==> src/rtl/e3ma_pkg.sv <==
package e3ma_pkg;

    // Width of the assembled overhead byte.
    localparam int MA_W = 8;

    // States of the external serial capture machine.
    typedef enum logic [2:0] {
        CAP_IDLE,
        CAP_SEEK,
        CAP_TAKE_HI,
        CAP_TAKE_LO,
        CAP_DONE
    } cap_state_e;

    // Source of bits 6 and 7.
    typedef enum logic [1:0] {
        SRC_PD_REG,
        SRC_PD_EXT,
        SRC_MI_AUTO,
        SRC_MI_EXT
    } pair_src_e;

    function automatic pair_src_e decode_src(input logic ssm_on, input logic ext_sel);
        pair_src_e s;
        unique case ({ssm_on, ext_sel})
            2'b00:   s = SRC_PD_REG;
            2'b01:   s = SRC_PD_EXT;
            2'b10:   s = SRC_MI_AUTO;
            default: s = SRC_MI_EXT;
        endcase
        return s;
    endfunction

endpackage

==> src/rtl/e3ma_ext_capture.sv <==
// Follows the serial external overhead stream and keeps the two bits found
// at positions FIRST_POS and FIRST_POS+1 (FIRST_POS must be 2..BYTE_BITS-1).
module e3ma_ext_capture
    import e3ma_pkg::*;
#(
    parameter int BYTE_BITS = 8,
    parameter int FIRST_POS = 6
) (
    input  logic       clk,
    input  logic       rst_n,
    input  logic       frame_start,
    input  logic       ovh_valid,
    input  logic       ovh_bit,
    output logic [1:0] ext_pair
);

    localparam int POS_W = $clog2(BYTE_BITS + 1);
    localparam logic [POS_W-1:0] SEEK_END = POS_W'(FIRST_POS - 1);
    localparam logic [POS_W-1:0] ONE      = POS_W'(1);

    cap_state_e       state, state_n;
    logic [POS_W-1:0] pos, pos_n;
    logic             take_hi, take_lo;

    // State register.
    always_ff @(posedge clk or negedge rst_n) begin
        if (!rst_n) begin
            state <= CAP_IDLE;
            pos   <= '0;
        end else begin
            state <= state_n;
            pos   <= pos_n;
        end
    end

    // Next state.
    always_comb begin
        state_n = state;
        pos_n   = pos;
        take_hi = 1'b0;
        take_lo = 1'b0;
        if (frame_start) begin
            if (ovh_valid) begin
                pos_n   = ONE;
                state_n = (ONE == SEEK_END) ? CAP_TAKE_HI : CAP_SEEK;
            end else begin
                pos_n   = '0;
                state_n = CAP_SEEK;
            end
        end else begin
            unique case (state)
                CAP_IDLE: begin
                    state_n = CAP_IDLE;
                end
                CAP_SEEK: begin
                    if (ovh_valid) begin
                        pos_n = pos + ONE;
                        if ((pos + ONE) == SEEK_END) begin
                            state_n = CAP_TAKE_HI;
                        end
                    end
                end
                CAP_TAKE_HI: begin
                    if (ovh_valid) begin
                        take_hi = 1'b1;
                        pos_n   = pos + ONE;
                        state_n = CAP_TAKE_LO;
                    end
                end
                CAP_TAKE_LO: begin
                    if (ovh_valid) begin
                        take_lo = 1'b1;
                        pos_n   = pos + ONE;
                        state_n = CAP_DONE;
                    end
                end
                CAP_DONE: begin
                    state_n = CAP_DONE;
                end
                default: begin
                    state_n = CAP_IDLE;
                end
            endcase
        end
    end

    // Outputs: the held pair.
    always_ff @(posedge clk or negedge rst_n) begin
        if (!rst_n) begin
            ext_pair <= 2'b00;
        end else begin
            if (take_hi) ext_pair[1] <= ovh_bit;
            if (take_lo) ext_pair[0] <= ovh_bit;
        end
    end

    // a strobe always restarts the count.
    a_r7_restart: assert property (@(posedge clk) disable iff (!rst_n)
        frame_start |=> (state == CAP_SEEK || state == CAP_TAKE_HI));

    // nothing past position 7 touches the held pair.
    a_r7_done_quiet: assert property (@(posedge clk) disable iff (!rst_n)
        (state == CAP_DONE && !frame_start) |=> $stable(ext_pair));

    // the idle state before the first strobe touches nothing.
    a_r7_idle_quiet: assert property (@(posedge clk) disable iff (!rst_n)
        (state == CAP_IDLE) |=> $stable(ext_pair));

endmodule

==> src/rtl/e3ma_mi_gen.sv <==
// Internal multiframe indicator counter, cleared on entry to automatic mode.
module e3ma_mi_gen #(
    parameter int MI_W = 2
) (
    input  logic            clk,
    input  logic            rst_n,
    input  logic            frame_start,
    input  logic            auto_en,
    output logic [MI_W-1:0] mi_sel
);

    logic [MI_W-1:0] cnt;
    logic            auto_prev;

    // Value sent this frame: zero on the first automatic frame.
    always_comb begin
        mi_sel = auto_prev ? cnt : '0;
    end

    always_ff @(posedge clk or negedge rst_n) begin
        if (!rst_n) begin
            cnt       <= '0;
            auto_prev <= 1'b0;
        end else if (frame_start) begin
            auto_prev <= auto_en;
            if (auto_en) begin
                cnt <= mi_sel + 1'b1;
            end else begin
                cnt <= '0;
            end
        end
    end

    // the counter wraps from all ones back to zero.
    a_r9_wrap: assert property (@(posedge clk) disable iff (!rst_n)
        (frame_start && auto_en && auto_prev && cnt == '1) |=> (cnt == '0));

    // after a non-automatic frame the next value offered is zero.
    a_r10_clear: assert property (@(posedge clk) disable iff (!rst_n)
        (frame_start && !auto_en) |=> (mi_sel == '0));

endmodule

==> src/rtl/e3ma_assemble.sv <==
// Builds and holds the overhead byte; loads only on the frame strobe.
module e3ma_assemble
    import e3ma_pkg::*;
#(
    parameter int MI_W = 2
) (
    input  logic            clk,
    input  logic            rst_n,
    input  logic            frame_start,
    input  logic            far_fail,
    input  logic            far_err,
    input  logic [2:0]      ptype,
    input  logic [1:0]      pdep,
    input  logic            tmark,
    input  logic [(1<<MI_W)-1:0] ssm,
    input  pair_src_e       src,
    input  logic [MI_W-1:0] mi_auto,
    input  logic [1:0]      ext_pair,
    output logic [MA_W-1:0] ma_byte,
    output logic            byte_new
);

    localparam int SSM_W = 1 << MI_W;
    localparam logic [MI_W-1:0] SSM_TOP = MI_W'(SSM_W - 1);

    logic [MI_W-1:0] mi_now;
    logic [1:0]      pair;
    logic            bit8;
    logic [MA_W-1:0] next_byte;

    always_comb begin
        mi_now = (src == SRC_MI_EXT) ? MI_W'(ext_pair) : mi_auto;
        unique case (src)
            SRC_PD_REG:  pair = pdep;
            SRC_PD_EXT:  pair = ext_pair;
            SRC_MI_AUTO: pair = 2'(mi_auto);
            SRC_MI_EXT:  pair = ext_pair;
            default:     pair = pdep;
        endcase
        if (src == SRC_MI_AUTO || src == SRC_MI_EXT) begin
            bit8 = ssm[SSM_TOP - mi_now];
        end else begin
            bit8 = tmark;
        end
        next_byte = {far_fail, far_err, ptype, pair, bit8};
    end

    always_ff @(posedge clk or negedge rst_n) begin
        if (!rst_n) begin
            ma_byte  <= '0;
            byte_new <= 1'b0;
        end else begin
            byte_new <= frame_start;
            if (frame_start) begin
                ma_byte <= next_byte;
            end
        end
    end

    // the byte holds between strobes.
    a_r2_hold: assert property (@(posedge clk) disable iff (!rst_n)
        !frame_start |=> $stable(ma_byte));

endmodule

==> src/rtl/e3ma_tx_gen.sv <==
module e3ma_tx_gen
    import e3ma_pkg::*;
#(
    parameter int MI_W      = 2,
    parameter int BYTE_BITS = 8,
    parameter int FIRST_POS = 6
) (
    input  logic        clk,
    input  logic        rst_n,
    input  logic        frame_start,
    input  logic        far_fail,
    input  logic        far_err,
    input  logic [2:0]  cfg_ptype,
    input  logic [1:0]  cfg_pdep,
    input  logic        cfg_tmark,
    input  logic [3:0]  cfg_ssm,
    input  logic        cfg_ssm_on,
    input  logic        cfg_ext_sel,
    input  logic        ovh_valid,
    input  logic        ovh_bit,
    output logic [7:0]  ma_byte,
    output logic        byte_new
);

    pair_src_e       src;
    logic [MI_W-1:0] mi_auto;
    logic [1:0]      ext_pair;

    always_comb begin
        src = decode_src(cfg_ssm_on, cfg_ext_sel);
    end

    e3ma_ext_capture #(
        .BYTE_BITS (BYTE_BITS),
        .FIRST_POS (FIRST_POS)
    ) u_cap (
        .clk         (clk),
        .rst_n       (rst_n),
        .frame_start (frame_start),
        .ovh_valid   (ovh_valid),
        .ovh_bit     (ovh_bit),
        .ext_pair    (ext_pair)
    );

    e3ma_mi_gen #(
        .MI_W (MI_W)
    ) u_mi (
        .clk         (clk),
        .rst_n       (rst_n),
        .frame_start (frame_start),
        .auto_en     (src == SRC_MI_AUTO),
        .mi_sel      (mi_auto)
    );

    e3ma_assemble #(
        .MI_W (MI_W)
    ) u_asm (
        .clk         (clk),
        .rst_n       (rst_n),
        .frame_start (frame_start),
        .far_fail    (far_fail),
        .far_err     (far_err),
        .ptype       (cfg_ptype),
        .pdep        (cfg_pdep),
        .tmark       (cfg_tmark),
        .ssm         (cfg_ssm),
        .src         (src),
        .mi_auto     (mi_auto),
        .ext_pair    (ext_pair),
        .ma_byte     (ma_byte),
        .byte_new    (byte_new)
    );

    // far-end flags land in the first two bits.
    a_r3_far_bits: assert property (@(posedge clk) disable iff (!rst_n)
        byte_new |-> (ma_byte[7:6] == {$past(far_fail), $past(far_err)}));

    // payload type comes from the strobe-cycle value.
    a_r4_ptype: assert property (@(posedge clk) disable iff (!rst_n)
        byte_new |-> (ma_byte[5:3] == $past(cfg_ptype)));

    // timing marker in bit 8 when SSM mode is off.
    a_r8_tmark: assert property (@(posedge clk) disable iff (!rst_n)
        (byte_new && !$past(cfg_ssm_on)) |-> (ma_byte[0] == $past(cfg_tmark)));

    // register payload-dependent bits.
    a_r5_pdep: assert property (@(posedge clk) disable iff (!rst_n)
        (byte_new && !$past(cfg_ssm_on) && !$past(cfg_ext_sel))
            |-> (ma_byte[2:1] == $past(cfg_pdep)));

endmodule

==> config.mk <==
export PLATFORM = sky130hd
export DESIGN_NAME = e3ma_tx_gen
export DESIGN_NICKNAME = d
export VERILOG_FILES = /design/src/rtl/e3ma_pkg.sv /design/src/rtl/e3ma_ext_capture.sv /design/src/rtl/e3ma_mi_gen.sv /design/src/rtl/e3ma_assemble.sv /design/src/rtl/e3ma_tx_gen.sv
export SDC_FILE = /design/constraint.sdc
export NUM_CORES = 1
export LEC_CHECK = 0
export CORE_MARGIN = 5
export CORE_UTILIZATION = 48
export DETAILED_ROUTE_END_ITERATION = 8
export PLACE_DENSITY = 0.84
export RECOVER_POWER = 25
export SLEW_MARGIN = 5
export SYNTH_ARGS = -nofsm -noshare
export SYNTH_HDL_FRONTEND = slang
export SYNTH_HIERARCHICAL = 1
export SYNTH_SLANG_ARGS = --single-unit
==> constraint.sdc <==
create_clock -name clk -period 1.95 [get_ports clk]
set_clock_uncertainty 0.15 [all_clocks]
set_input_delay 0.2925 -clock clk [delete_from_list [all_inputs] [get_ports clk]]
set_output_delay 0.2925 -clock clk [all_outputs]
set_load 0.05 [all_outputs]
=== After elaboration in Yosys (flattened, before gate mapping) ===
Index checks and enable logic that the tools add are counted.

* Eq/ne operators: 14
* Reduce and logical (&&, ||, !) cells: 9
* $lt $le $gt $ge: 1
* Multiplexer cells: 23
* $add $sub $neg: 3

{| class="wikitable"
|+ Operators with widths
! operator !! count
|-
| $mux 3 || 5
|-
| $mux 4 || 3
|-
| $pmux 2 s3 || 2
|-
| $pmux 3 s4 || 1
|-
| $ne 3x3->1 const B || 3
|-
| $mux 1 || 8
|-
| $eq 2x2->1 const B || 3
|-
| $eq 3x2->1 const B || 2
|-
| $mux 2 || 3
|-
| $add 4x1->4 const B || 1
|-
| $eq 2x1->1 const B || 2
|-
| $eq 4x3->1 const B || 1
|-
| $logic_not 2->1 || 2
|-
| $reduce_and 4->1 || 1
|-
| $reduce_bool 2->1 || 2
|-
| $eq 3x1->1 const B || 1
|-
| $eq 3x3->1 const B || 1
|-
| $lt 2x3->1 const B || 1
|-
| $ne 3x2->1 const B || 1
|-
| $reduce_or 3->1 || 1
|-
| $add 2x1->2 const B || 1
|-
| $bmux 1 s2 || 1
|-
| $reduce_and 2->1 || 1
|-
| $reduce_or 2->1 || 1
|-
| 2 further kinds || 2
|}

* Input bits: 19
* Bits in registers: 21
* Word-level logic and storage cells: 58
* Output and inout port bits: 9

=== Depth between registers and ports, before layout ===
* Word-level depth: 8
* Mapped depth: 6
* Mapped depth without buffers: 6

=== By module ===
Netlist, hierarchy kept.

{| class="wikitable"
|+ By module, submodules not included
! module !! cells an instance !! instances !! sequential area each (um^2) !! area an instance (um^2)
|-
| e3ma_ext_capture || 54 || 1 || 225.2 || 533.0
|-
| e3ma_assemble || 38 || 1 || 225.2 || 457.9
|-
| e3ma_mi_gen || 14 || 1 || 75.1 || 135.1
|-
| e3ma_tx_gen || 3 || 1 || 0.0 || 13.8
|}

=== Worst setup path after synthesis ===
No wires, ideal clock.

* Path type: register to register
* Start: register u_cap.state[2]
* End: register u_cap.ext_pair[0]
* Setup slack: 0.389 ns
* Arrival time: 1.283 ns
* Stages on the path, launching flop included: 4
* Data required time: 1.673 ns
* Setup time: 0.127 ns
* Clock period less this slack: 1.561 ns
* Path buffers: 1
* Path through: dfrtp_1 buf_6 or4_1 mux2_1

* Longest elaborated chain between the ends: 3

{| class="wikitable"
|+ RTL lines
! element !! line !! source
|-
| start: declaration || e3ma_ext_capture.sv:21 || <nowiki>cap_state_e state, state_n;</nowiki>
|-
| start signal: assignment || e3ma_ext_capture.sv:31 || <nowiki>state <= state_n;</nowiki>
|-
| $eq 3x2->1 || e3ma_ext_capture.sv:51 || <nowiki>unique case (state)</nowiki>
|-
| $mux 1 || e3ma_ext_capture.sv:51 ||
|-
| $mux 1 || e3ma_ext_capture.sv:42 || <nowiki>if (frame_start) begin</nowiki>
|-
| end signal: assignment || e3ma_ext_capture.sv:93 || <nowiki>if (take_lo) ext_pair[0] <= ovh_bit;</nowiki>
|-
| end: declaration || e3ma_ext_capture.sv:14 || <nowiki>output logic [1:0] ext_pair</nowiki>
|}

No other way between the ends.
A chain may end at the register's enable or synchronous reset.

=== Final worst setup path ===
* Start: register u_asm.ma_byte[7]
* End: output port ma_byte[7]

{| class="wikitable"
|+ RTL lines
! element !! line !! source
|-
| start: declaration || e3ma_assemble.sv:19 || <nowiki>output logic [MA_W-1:0] ma_byte,</nowiki>
|-
| start signal: assignment || e3ma_assemble.sv:55 || <nowiki>ma_byte <= next_byte;</nowiki>
|-
| end: declaration || e3ma_tx_gen.sv:21 || <nowiki>output logic [7:0] ma_byte,</nowiki>
|}

No word-level cell between the ends.

==> results.sh <==
export IMPL_status="completed"
export IMPL_dpl_hpwl_mm=1.98
export IMPL_hold_class="reg -> reg"
export IMPL_cpPeakStageDelay_ns=0.81
export IMPL_cts_sinks=21
export IMPL_antenna_found_initial=0
export IMPL_synthAdderAreaFrac_pct=2.20
export IMPL_crit_path_max_fanout=2
export IMPL_synth_nets=130
export IMPL_syn_to_final_growth_pct=31.8
export IMPL_setup_tns_ns=0
export IMPL_tightest_slew_ns=1.14
export IMPL_grt_max_degree=22
export IMPL_final_nets=164
export IMPL_p_leak_nw=0.691
export IMPL_io_buffer_count=27
export IMPL_synth_seq_area_share_pct=46.1
export IMPL_hold_path_end="u_mi/cnt[1]"
export IMPL_synth_main_ff_cell="dfrtp_1"
export IMPL_layout_drive_gt1_share_pct=16.2
export IMPL_routedWlPerCell_um=15.6
export IMPL_synth_cell_area_um2=1140
export IMPL_avgSynthCellArea_um2=10.5
export IMPL_hold_viol_final=0
export IMPL_most_common_layout_cells="dfrtp_1 (21), clkdlybuf4s50_1 (20), nand2_1 (9)"
export IMPL_synth_edf_count=0
export IMPL_layout_commonest_cell="dfrtp_1"
export IMPL_cts_tree="yes"
export IMPL_vdd_drop_max_mv=0.409
export IMPL_cp_num_buf_inv=1
export IMPL_drc=0
export IMPL_final_setup_viol_count=0
export IMPL_fp_row_count=17
export IMPL_grt_usage_pct=16.0
export IMPL_cts_buffers=3
export IMPL_cpLargestDelayFamily="buffers and inverters"
export IMPL_cp_required_ns=1.51
export IMPL_synth_compound_area_share_pct=17.6
export IMPL_min_path_cells=1
export IMPL_io_pins=28
export IMPL_antennaDiodeCount=0
export IMPL_vias=963
export IMPL_worst_ep_arrival_time_ns=1.50
export IMPL_drtPass1Iterations=4
export IMPL_initial_core_util_pct=51.0
export IMPL_path_class="reg -> out"
export IMPL_fin_crit_ns=1.94
export IMPL_maxCapViolations=0
export IMPL_post_route_period_util_pct=99.7
export IMPL_hold_slack_ns=0.350
export IMPL_cts_root_buf="clkbuf_4"
export IMPL_finalWirelength_mm=2.65
export IMPL_r2r_end="u_asm/ma_byte[0]"
export IMPL_synth_xor_area_share_pct=0
export IMPL_muxShareOfSynthArea_pct=11.5
export IMPL_ys_warnings_count=6
export IMPL_clock_latency_ns=0.31
export IMPL_netlist_instances=109
export IMPL_slowest_stage="clkdlybuf4s50_1"
export IMPL_end_kind="primary output"
export IMPL_ys_types=40
export IMPL_r2r_worst_path_cells=6
export IMPL_ff2ff_setup_slack_ns=0.26
export IMPL_grt_overflow=0
export IMPL_regArea_um2=526
export IMPL_synth_seq_cells=21
export IMPL_hold_buffers=0
export IMPL_synth_top_family_by_area="compound AO/OA/AOI/OAI gates"
export IMPL_clock_path_buffers=2
export IMPL_critical_path_cell_chain="clkdlybuf4s50_1"
export IMPL_die_y_um=58.7
export IMPL_fmax_ghz=0.515
export IMPL_routed_via_density=5.66
export IMPL_die_area_um2=3450
export IMPL_grt_pass1_vias=945
export IMPL_h_tree_depth=1
export IMPL_core_um2=2230
export IMPL_r2r_start="u_mi/auto_prev"
export IMPL_start_kind="register"
export IMPL_die_w_um=58.7
export IMPL_fillers=179
export IMPL_gp_congestion=0.834
export IMPL_yosys_area_share_simple_pct=17.0
export IMPL_min_from="u_mi/cnt[1]"
export IMPL_ant_nets=0
export IMPL_async_flop_share_pct=100
export IMPL_maxSlewHeadroom_pct=23.7
export IMPL_slew_violations=0
export IMPL_p_per_area_nw_per_um2=641
export IMPL_drtIter0Drc=21
export IMPL_grt_pass1_wl_mm=4.39
export IMPL_multi_input_area_um2=551
export IMPL_clk_pin_slew_ns=0.12
[cells by family after synthesis]
| logic type | count (synthesis) |
|---|---|
| simple gates | 33 |
| fa+ha+maj | 2 |
| mux | 12 |
| buf+inv | 13 |
| flops | 21 |
| compound gates | 28 |
[final cells by class]
type	instances	share of cell area, %
clock buffer	3	1.50
clock inverter	1	0.333
inverter	7	1.75
multi-input combinational	75	36.6
sequential	21	35.0
tap	28	2.33
timing repair buffer	35	22.5
[through the flow]
step / worst slack (ns) / instance area (µm²) / power, W / util (%) / cells
global route: -0.0219 / 1500 / 0.00101 / 67.3 / 170
floorplan: 0.389 / 1140 / 0.000647 / - / 109
finish: 0.00682 / 1500 / 0.000963 / 67.3 / 170
global placement: 0.0707 / 1470 / 0.000753 / 65.7 / 166
detailed placement: -0.0244 / 1470 / 0.000763 / 65.7 / 166
CTS: 0.0114 / 1490 / 0.000971 / 66.9 / 170
[worst max-delay path by stage]
stage                           startpoint                end  slack, ns  cells after the start
after floorplan             u_cap/state[2]  u_cap/ext_pair[0]       0.39                      3
after global placement           ovh_valid  u_cap/ext_pair[0]       0.07                      4
after detailed placement        cfg_ssm_on   u_asm/ma_byte[0]      -0.02                      5
after CTS                 u_asm/ma_byte[1]         ma_byte[1]       0.01                      1
after global routing      u_asm/ma_byte[7]         ma_byte[7]      -0.02                      1
final                     u_asm/ma_byte[7]         ma_byte[7]      0.007                      1
[Yosys cell counts, drive strengths merged (2+ instances only)]
| library cell | number | area share (%) |
|---|---|---|
| dfrtp | 21 | 46 |
| mux2 | 9 | 8.9 |
| nand2 | 9 | 3.0 |
| inv | 7 | 2.3 |
| o21ai | 7 | 3.1 |
| a21oi | 4 | 1.8 |
| clkbuf | 4 | 1.3 |
| nand3 | 4 | 1.8 |
| o31ai | 4 | 3.1 |
| mux2i | 3 | 2.6 |
| nor2b | 3 | 1.6 |
| or4 | 3 | 2.0 |
| a21bo | 2 | 1.8 |
| a21boi | 2 | 1.3 |
| a311oi | 2 | 1.5 |
| buf | 2 | 2.0 |
| ha | 2 | 2.2 |
| nor2 | 2 | 0.66 |
| nor4 | 2 | 1.1 |
[timing repair]
item                       4_1_cts  5_1_grt
pin swaps                        0        0
setup endpoints to repair        1        5
setup buffers                    0        0
gates resized for setup          1        5
[state kept, by name, indices dropped and copies added, names as in the netlist]
register and count:
u_asm/ma_byte 8, u_cap/pos 4, u_cap/state 3, u_cap/ext_pair 2, u_mi/cnt 2, u_asm/byte_new 1
u_mi/auto_prev 1
[worst reg2reg max path, cell delays in order (launching register included)]
cell and delay, ns:
dfrtp_1 0.40, inv_1 0.06, nor2_1 0.17, a21bo_1 0.27, a21boi_0 0.25, a311oi_1 0.09
o31ai_2 0.23
[per-layer routing]
metal	GRT usage [%]	part of all wire, %	vias to the layer above
li1	-	-	466
met1	20.7	44	465
met2	27.4	49	30
met3	3.07	6.9	2
met4	3.88	0.98	0
met5	0	0	-
[where the power goes]
| part | switching [W] | internal [W] | leakage [nW] |
|---|---|---|---|
| logic | 0.000143 | 0.000114 | 0.408 |
| registers | 0.0000263 | 0.000468 | 0.265 |
| clock network | 0.000135 | 0.0000766 | 0.0177 |
Power figures use the tool's default switching activity.
